--- config.mk ---
export PLATFORM = sky130hd
export DESIGN_NAME = dual_dma_ctrl
export DESIGN_NICKNAME = d
export VERILOG_FILES = /design/src/rtl/ddc_pkg.sv /design/src/rtl/ddc_irq_line.sv /design/src/rtl/ddc_swap.sv /design/src/rtl/ddc_reg_file.sv /design/src/rtl/dual_dma_ctrl.sv
export SDC_FILE = /design/constraint.sdc
export NUM_CORES = 1
export LEC_CHECK = 0
export BUFFER_PORTS_ARGS = -buffer_cell sky130_fd_sc_hd__buf_2
export CAP_MARGIN = 25
export CORE_MARGIN = 5
export CORE_UTILIZATION = 35
export CTS_CLUSTER_DIAMETER = 60
export DETAILED_ROUTE_END_ITERATION = 8
export SYNTH_ARGS = -nofsm -noshare
export SYNTH_HDL_FRONTEND = slang
export SYNTH_SLANG_ARGS = --single-unit
--- constraint.sdc ---
create_clock -name clk_i -period 2.8 [get_ports clk_i]
set_input_delay 0.14 -clock clk_i [delete_from_list [all_inputs] [get_ports clk_i]]
set_output_delay 0.14 -clock clk_i [all_outputs]
set_load 0.005 [all_outputs]
--- src/rtl/ddc_pkg.sv ---
package ddc_pkg;
  localparam int REG_SCSI_CTRL = 0;
  localparam int REG_SCSI_ADDR = 1;
  localparam int REG_NET_CTRL  = 4;
  localparam int REG_NET_HIGH  = 7;

  localparam int B_INT    = 0;
  localparam int B_IEN    = 4;
  localparam int B_RST    = 7;
  localparam int B_DIR    = 8;
  localparam int B_LOADED = 26;

  localparam logic [31:0] VERSION_CODE = 32'hA000_0000;
endpackage

--- src/rtl/ddc_irq_line.sv ---
module ddc_irq_line (
  input  logic clk_i,
  input  logic rst_ni,
  input  logic set_i,
  input  logic clr_i,
  output logic q_o
);
  always_ff @(posedge clk_i or negedge rst_ni) begin
    if (!rst_ni)    q_o <= 1'b0;
    else if (set_i) q_o <= 1'b1;   // set beats clear
    else if (clr_i) q_o <= 1'b0;
  end
endmodule

--- src/rtl/ddc_swap.sv ---
module ddc_swap #(
  parameter int W = 16
) (
  input  logic         en_i,
  input  logic [W-1:0] d_i,
  output logic [W-1:0] d_o
);
  localparam int HALVES = W / 16;

  for (genvar h = 0; h < HALVES; h++) begin : g_half
    assign d_o[h*16 +: 16] = en_i ? {d_i[h*16 +: 8], d_i[h*16+8 +: 8]}
                                  : d_i[h*16 +: 16];
  end
endmodule

--- src/rtl/ddc_reg_file.sv ---
module ddc_reg_file
  import ddc_pkg::*;
#(
  parameter int DATA_W   = 32,
  parameter int NUM_REGS = 8,
  parameter int LEN_W    = 24,
  localparam int IDX_W   = $clog2(NUM_REGS)
) (
  input  logic              clk_i,
  input  logic              rst_ni,
  input  logic              wr_en_i,
  input  logic [IDX_W-1:0]  idx_i,
  input  logic [DATA_W-1:0] wr_data_i,
  input  logic              xfer_i,
  input  logic [LEN_W-1:0]  xfer_len_i,
  input  logic              scsi_raise_i,
  input  logic              scsi_clr_i,
  input  logic              net_set_i,
  output logic [DATA_W-1:0] rd_data_o,
  output logic [DATA_W-1:0] scsi_ctrl_o,
  output logic [DATA_W-1:0] scsi_addr_o,
  output logic [DATA_W-1:0] net_ctrl_o,
  output logic [DATA_W-1:0] net_high_o
);
  logic [DATA_W-1:0] regs_q [NUM_REGS];
  logic [DATA_W-1:0] regs_d [NUM_REGS];
  logic              wr_addr_reg;

  assign wr_addr_reg = wr_en_i && (idx_i == IDX_W'(REG_SCSI_ADDR));

  always_comb begin
    for (int i = 0; i < NUM_REGS; i++) regs_d[i] = regs_q[i];
    if (wr_en_i) regs_d[idx_i] = wr_data_i;
    if (xfer_i && !wr_addr_reg)
      regs_d[REG_SCSI_ADDR] = regs_q[REG_SCSI_ADDR] + DATA_W'(xfer_len_i);
    if (wr_addr_reg)             regs_d[REG_SCSI_CTRL][B_LOADED] = 1'b1;
    if (scsi_clr_i)              regs_d[REG_SCSI_CTRL][B_INT]    = 1'b0;
    if (scsi_raise_i || xfer_i)  regs_d[REG_SCSI_CTRL][B_INT]    = 1'b1;
    if (net_set_i)               regs_d[REG_NET_CTRL][B_INT]     = 1'b1;
  end

  for (genvar g = 0; g < NUM_REGS; g++) begin : g_reg
    localparam logic [DATA_W-1:0] RST_VAL =
      (g == REG_SCSI_CTRL || g == REG_NET_CTRL) ? DATA_W'(VERSION_CODE) : '0;
    always_ff @(posedge clk_i or negedge rst_ni) begin
      if (!rst_ni) regs_q[g] <= RST_VAL;
      else         regs_q[g] <= regs_d[g];
    end
  end

  assign rd_data_o   = regs_q[idx_i];
  assign scsi_ctrl_o = regs_q[REG_SCSI_CTRL];
  assign scsi_addr_o = regs_q[REG_SCSI_ADDR];
  assign net_ctrl_o  = regs_q[REG_NET_CTRL];
  assign net_high_o  = regs_q[REG_NET_HIGH];
endmodule

--- src/rtl/dual_dma_ctrl.sv ---
module dual_dma_ctrl
  import ddc_pkg::*;
#(
  parameter int DATA_W   = 32,
  parameter int NUM_REGS = 8,
  parameter int BUS_AW   = 8,
  parameter int LEN_W    = 24,
  parameter int NET_W    = 16
) (
  input  logic              clk_i,
  input  logic              rst_ni,
  input  logic [BUS_AW-1:0] bus_addr_i,
  input  logic              bus_we_i,
  input  logic [DATA_W-1:0] bus_wdata_i,
  output logic [DATA_W-1:0] bus_rdata_o,
  input  logic              scsi_xfer_i,
  input  logic [LEN_W-1:0]  scsi_len_i,
  input  logic              scsi_irq_raise_i,
  input  logic              scsi_irq_clear_i,
  output logic [DATA_W-1:0] scsi_mem_addr_o,
  output logic              scsi_dir_o,
  output logic              scsi_irq_o,
  output logic              scsi_rst_o,
  input  logic              net_irq_set_i,
  input  logic [DATA_W-1:0] net_addr_i,
  output logic [DATA_W-1:0] net_mem_addr_o,
  output logic              net_dir_o,
  input  logic              net_swap_i,
  input  logic [NET_W-1:0]  net_rdata_i,
  output logic [NET_W-1:0]  net_rdata_o,
  input  logic [NET_W-1:0]  net_wdata_i,
  output logic [NET_W-1:0]  net_wdata_o,
  output logic              net_irq_o,
  output logic              net_rst_o
);
  localparam int IDX_W  = $clog2(NUM_REGS);
  localparam int WIN_AW = IDX_W + 2;

  logic [IDX_W-1:0]  idx;
  logic [DATA_W-1:0] scsi_ctrl, net_ctrl, net_high;
  logic              wr_scsi_ctrl, wr_net_ctrl;

  assign idx          = bus_addr_i[WIN_AW-1:2];
  assign wr_scsi_ctrl = bus_we_i && (idx == IDX_W'(REG_SCSI_CTRL));
  assign wr_net_ctrl  = bus_we_i && (idx == IDX_W'(REG_NET_CTRL));

  ddc_reg_file #(.DATA_W(DATA_W), .NUM_REGS(NUM_REGS), .LEN_W(LEN_W)) i_regs (
    .clk_i        (clk_i),
    .rst_ni       (rst_ni),
    .wr_en_i      (bus_we_i),
    .idx_i        (idx),
    .wr_data_i    (bus_wdata_i),
    .xfer_i       (scsi_xfer_i),
    .xfer_len_i   (scsi_len_i),
    .scsi_raise_i (scsi_irq_raise_i),
    .scsi_clr_i   (scsi_irq_clear_i),
    .net_set_i    (net_irq_set_i),
    .rd_data_o    (bus_rdata_o),
    .scsi_ctrl_o  (scsi_ctrl),
    .scsi_addr_o  (scsi_mem_addr_o),
    .net_ctrl_o   (net_ctrl),
    .net_high_o   (net_high)
  );

  ddc_irq_line i_scsi_irq (
    .clk_i  (clk_i),
    .rst_ni (rst_ni),
    .set_i  (scsi_irq_raise_i),
    .clr_i  (scsi_irq_clear_i || (wr_scsi_ctrl && !bus_wdata_i[B_IEN])),
    .q_o    (scsi_irq_o)
  );

  ddc_irq_line i_net_irq (
    .clk_i  (clk_i),
    .rst_ni (rst_ni),
    .set_i  (net_irq_set_i),
    .clr_i  (wr_net_ctrl && !bus_wdata_i[B_IEN]),
    .q_o    (net_irq_o)
  );

  // one pulse per qualifying write
  always_ff @(posedge clk_i or negedge rst_ni) begin
    if (!rst_ni) begin
      scsi_rst_o <= 1'b0;
      net_rst_o  <= 1'b0;
    end else begin
      scsi_rst_o <= wr_scsi_ctrl && bus_wdata_i[B_RST];
      net_rst_o  <= wr_net_ctrl  && bus_wdata_i[B_RST];
    end
  end

  assign scsi_dir_o     = scsi_ctrl[B_DIR];
  assign net_dir_o      = net_ctrl[B_DIR];
  assign net_mem_addr_o = net_addr_i | net_high;

  ddc_swap #(.W(NET_W)) i_swap_rd (.en_i(net_swap_i), .d_i(net_rdata_i), .d_o(net_rdata_o));
  ddc_swap #(.W(NET_W)) i_swap_wr (.en_i(net_swap_i), .d_i(net_wdata_i), .d_o(net_wdata_o));
endmodule

-- After elaboration in Yosys (flattened, before gate mapping)
Index checks and enable logic that the tools add are counted.
- bitwise gates (word level): 2
- reduce and logical (&&, ||, !) cells: 20
- muxes and demuxes: 18
- $add $sub $neg: 1
- equality and inequality tests: 2
- magnitude comparators: 2
- operator list (cell ; count):
    256-bit bitwise mux ; 1
    251-bit 2-to-1 mux ; 1
    32-bit 2-to-1 mux ; 4
    32-bit binary-select mux with 3-bit select ; 1
    32-bit demux with 3-bit select ; 1
    32-bit by 24-bit adder with 32-bit output ; 1
    16-bit 2-to-1 mux ; 2
    32-bit bitwise OR ; 1
    2-bit nonzero test ; 5
    1-bit logical AND ; 9
    1-bit 2-to-1 mux ; 8
    4-bit greater-or-equal comparator, second input constant ; 1
    4-bit by 1-bit < comparator with 1-bit output, second input constant ; 1
    3-bit NOT with 4-bit output ; 1
    3-bit by 1-bit equality test with 1-bit output, second input constant ; 1
    3-bit equality test, second input constant ; 1
    3-bit zero test ; 1
    3-bit nonzero test ; 1
    1-bit zero test ; 2
    1-bit logical OR ; 2
- output and inout port bits: 134
- word-level logic and storage cells: 60
- flip-flop bits (word level): 260
- bits of input ports: 136

-- Longest topological paths before layout
- depth in word-level cells: 9
- mapped depth: 10
- gate-level depth less buffers: 10

-- By module
A second synthesis with hierarchy kept.
- cell total of the unflattened synthesis: 1308
- area total of the unflattened synthesis: 14958.1 µm²
- by module, submodules not included (module ; cells each ; instances ; sequential area each (µm²) ; area an instance (µm²)):
    ddc_reg_file ; 1224 ; 1 ; 6411.1 ; 14082.3
    ddc_swap ; 18 ; 2 ; 0.0 ; 249.0
    dual_dma_ctrl ; 42 ; 1 ; 50.0 ; 305.3
    ddc_irq_line ; 3 ; 2 ; 25.0 ; 36.3

-- Worst setup path before layout
OpenSTA, ideal clock, no wires.
- path type: reg2reg
- start point: register i_regs.regs_q (netlist bit i_regs.scsi_addr_o[0])
- end point: register i_regs.regs_q (netlist bit i_regs.scsi_addr_o[16])
- data arrival time: 2274 ps
- path buffers: 0
- library setup time: 127 ps
- cell stages (with the launch flop): 11
- setup slack: 399 ps
- period minus slack after synthesis: 2401 ps
- data required time: 2673 ps
- cells stage by stage: dfrtp_1 > ha_1 > fa_1 > a211oi_1 > nor2_1 > o31ai_1 > a22o_1 > o21ai_1 > a31oi_1 > or3_1 > nand3_1
- cells in the longest elaborated chain, start to end: 2
- RTL lines (what ; line ; source):
    start: declaration ; ddc_reg_file.sv:25 ; logic [DATA_W-1:0] regs_q [NUM_REGS];
    start signal: indexed assignment ; ddc_reg_file.sv:47 ; else regs_q[g] <= regs_d[g];
    32-bit by 24-bit adder with 32-bit output ; ddc_reg_file.sv:35 ; regs_d[REG_SCSI_ADDR] = regs_q[REG_SCSI_ADDR] + DATA_W'(xfer_len_i);
    32-bit 2-to-1 mux ; ddc_reg_file.sv:34 ; if (xfer_i && !wr_addr_reg)
No other way between the ends.
A chain may end at the register's enable or synchronous reset.

-- Final worst setup path
Ends and elaborated chain as after synthesis.

==> run summary <==
Synth Area in XOR/XNOR: 0.01420
fmax: 0.3868 GHz
dominant synthesized flop cell: dfrtp_1
post-synthesis sequential area ratio: 0.4589
Area contributors post-synth: dfrtp_1 45%, mux2_2 23%, mux4_2 10%, ha_1 2.1%, buf_4 1.7%
top-count cell post-synth: mux2_2
status: complete, no violations
Mapped Avg Cell Area: 13.00 sq um
placed cell areas: 15,970 sq um
FF-to-FF End: i_regs.scsi_addr_o[16]
R2R cell count: 11
Max Cap Viol: 0
root buffer cell: clkbuf_16
end of the worst hold path: i_regs.scsi_addr_o[4]
Crit Path Max Fanout: 5
largest net degree at the start of global routing: 74
asr flop ratio synth: 1.000
Final Core Density: 0.4356
final instance area: 17,390 sq um
clock buffer depth: 3
Yosys Warn Count: 0
worst reg2reg path startpoint: i_regs.scsi_addr_o[0]
CP endpoint kind: flop
final setup fails: 0
largest family of logic cells by synthesized area: multiplexers
Slew Viols, Final: 0
relative slew slack: 0.4160
syn_nets: 1,252
Overflow after GRT: 0
antenna violations before repair: 4
Clock transition at path regs: 50 ps
CTS tree: built
Detailed Place HPWL: 27.48 mm
vias post-DR: 9,939
ratio of cells with drive above 1 in the final layout: 0.5438
port buffer count: 264
Cells after Synth: 1,091
DP Cell Count: 1,811
Slew @ Worst Pin: 876.0 ps
drt pass-1 iters: 4
number of flops mapped to enable cells by yosys: 0
vias in the first global route: 10,525
startpoint types: flop
Die Area: 44,660 sq um
mux cell area share after synthesis: 0.3356
routed wire length: 39.65 mm
H-tree Lvls: 2
TNS Setup: 0 ps
first-pass GRT wire length: 62.32 mm
CP arrival: 2970 ps
simple-gate portion of the synthesized area: 0.06456
fin crit period: 2585 ps
worst min path class: input pin to flop
Core Footprint: 39,910 sq um
Hold Path Cell Cnt: 2
FILL cells: 3,701
Final Instance Count excl. Fillers: 1,908
post-synth top area share: 0.4515
flop-to-flop setup slack: 210 ps
RSZ-0062 raised after global routing: no
Die Y: 211.3 um
largest area contributor in the netlist: dfrtp_1
die extent in x: 211.3 um
most common library cells after synthesis: 285 x mux2_2, 256 x dfrtp_1, 64 x mux4_2
pre-CTS setup slack: 192.5 ps
Worst Hold Launch: bus_wdata_i[4]
synthesis-to-finish area growth: 22.54%
ANT nets after route: 0
Post-CTS Setup Repair Bufs: 0
maximum vdd ir drop: 0.4578 mV
Initial Util: 0.3554
Leak: 0.007605 uW
synthesized area: 14,190 sq um
Netlist cell types: 63
critical path type: flop to flop
number of remaining DRC errors: 0
number of synthesized register bits: 260
Num Clock Sinks: 260
routability cong.: 0.8547
Final Hold Fails: 0
Total Routing Usage GR: 0.1770
Synth Area in Compound Gates: 0.06323
pwr/cell area: 829.4 nW/um^2
Worst Path Required: 3190 ps
Inserted Clock Buffers: 34
# rows: 73
slack of the critical path: 214.7 ps
Total Nets Final: 1,519
routed len/inst: 20.78 um
io pins: 270
DR vias/cell: 5.209
Setup Skew: 11.64 ps
Clock Latency Late Sink: 510 ps
Tcrit/Tclk final: 0.9233
initial drt markers: 303
adder-cell share of the synthesized area: 0.02258
## flip-flops by register name (all words and copies together), names as in the netlist
register            cells
i_regs.regs_q         128
scsi_rst_o              1
net_rst_o               1
i_regs.net_ctrl_o      32
i_scsi_irq.q_o          1
i_regs.scsi_ctrl_o     32
i_regs.scsi_addr_o     32
i_regs.net_high_o      32
i_net_irq.q_o           1
## how the worst max path moves through the flow
stage | from | to | slack, ps | cells past startpoint
5_1_grt | i_regs.scsi_addr_o[0] | i_regs.scsi_addr_o[16] | 30 | 11
4_1_cts | i_regs.scsi_addr_o[0] | i_regs.scsi_addr_o[16] | 170 | 11
3_5_place_dp | i_regs.scsi_addr_o[0] | i_regs.scsi_addr_o[16] | 190 | 11
6_report | i_regs.scsi_addr_o[0] | i_regs.scsi_addr_o[16] | 210 | 11
2_1_floorplan | i_regs.scsi_addr_o[0] | i_regs.scsi_addr_o[16] | 400 | 10
3_3_place_gp | i_regs.scsi_addr_o[0] | i_regs.scsi_addr_o[16] | 190 | 11
## timing repair
action | 4_1_cts | 5_1_grt
gates resized for setup | 0 | 3
hold endpoints to repair | 307 | 0
hold buffers | 36 | 0
setup endpoints to repair | 0 | 3
## cell families (layout without fill, tap and decap cells)
group	Yosys count	after routing
other cells	0	2
buf+inv	110	400
simple gates	176	176
flops	260	260
compound gates	137	137
xor+xnor	23	23
fa+ha+maj	25	25
mux	360	360
## critical path: stages (launching register included)
cell and delay (ps):
dfrtp_1 370, ha_1 210, fa_1 450, a211oi_2 260, nor2_2 110, o31ai_1 210
buf_4 170, a22o_1 180, o21ai_1 80, a31oi_1 230, or3_1 140, nand3_1 60
## cells in the final DEF (no fill, tap or decap), types with 28 or more instances in the layout
master,synthesis,layout
dfrtp_1,256,256
buf_2,31,261
buf_4,32,28
nand2_1,49,49
mux2_2,285,285
dlygate4sd3_1,0,36
nor2_1,31,30
clkbuf_16,0,35
a21oi_1,45,44
or2_2,33,33
mux4_2,64,64
## power breakdown
group | internal [uW] | switching, uW
Clock | 2420 | 1630
Sequential | 4700 | 670
Combinational | 2600 | 2410
Total | 9720 | 4700
## metrics by stage
stage	power, uW	hold slack, ps
CTS	14630	42.13
floorplan	8906	-155.6
detailed placement	10420	122.8
finish	14420	70.44
global route	15400	67.44
global placement	10290	118.2
## final cells by class
cell class,count,area (sq um),share of cell area
clock buffer,50,972.2,0.05592
timing repair buffer,332,2012,0.1157
multi-input combinational,721,7126,0.4099
clock inverter,9,68.82,0.003958
inverter,9,33.78,0.001943
sequential,260,6511,0.3745
antenna,2,5.005,0.0002879
tap,525,656.9,0.03778
## metal layers
metal  GRT usage  routed length, um
met5           0                 27
met4     0.04620                896
met2      0.3024              19440
met1      0.2344              17280
met3     0.03142               1997
Note: power is estimated with default switching activity, not from simulation.
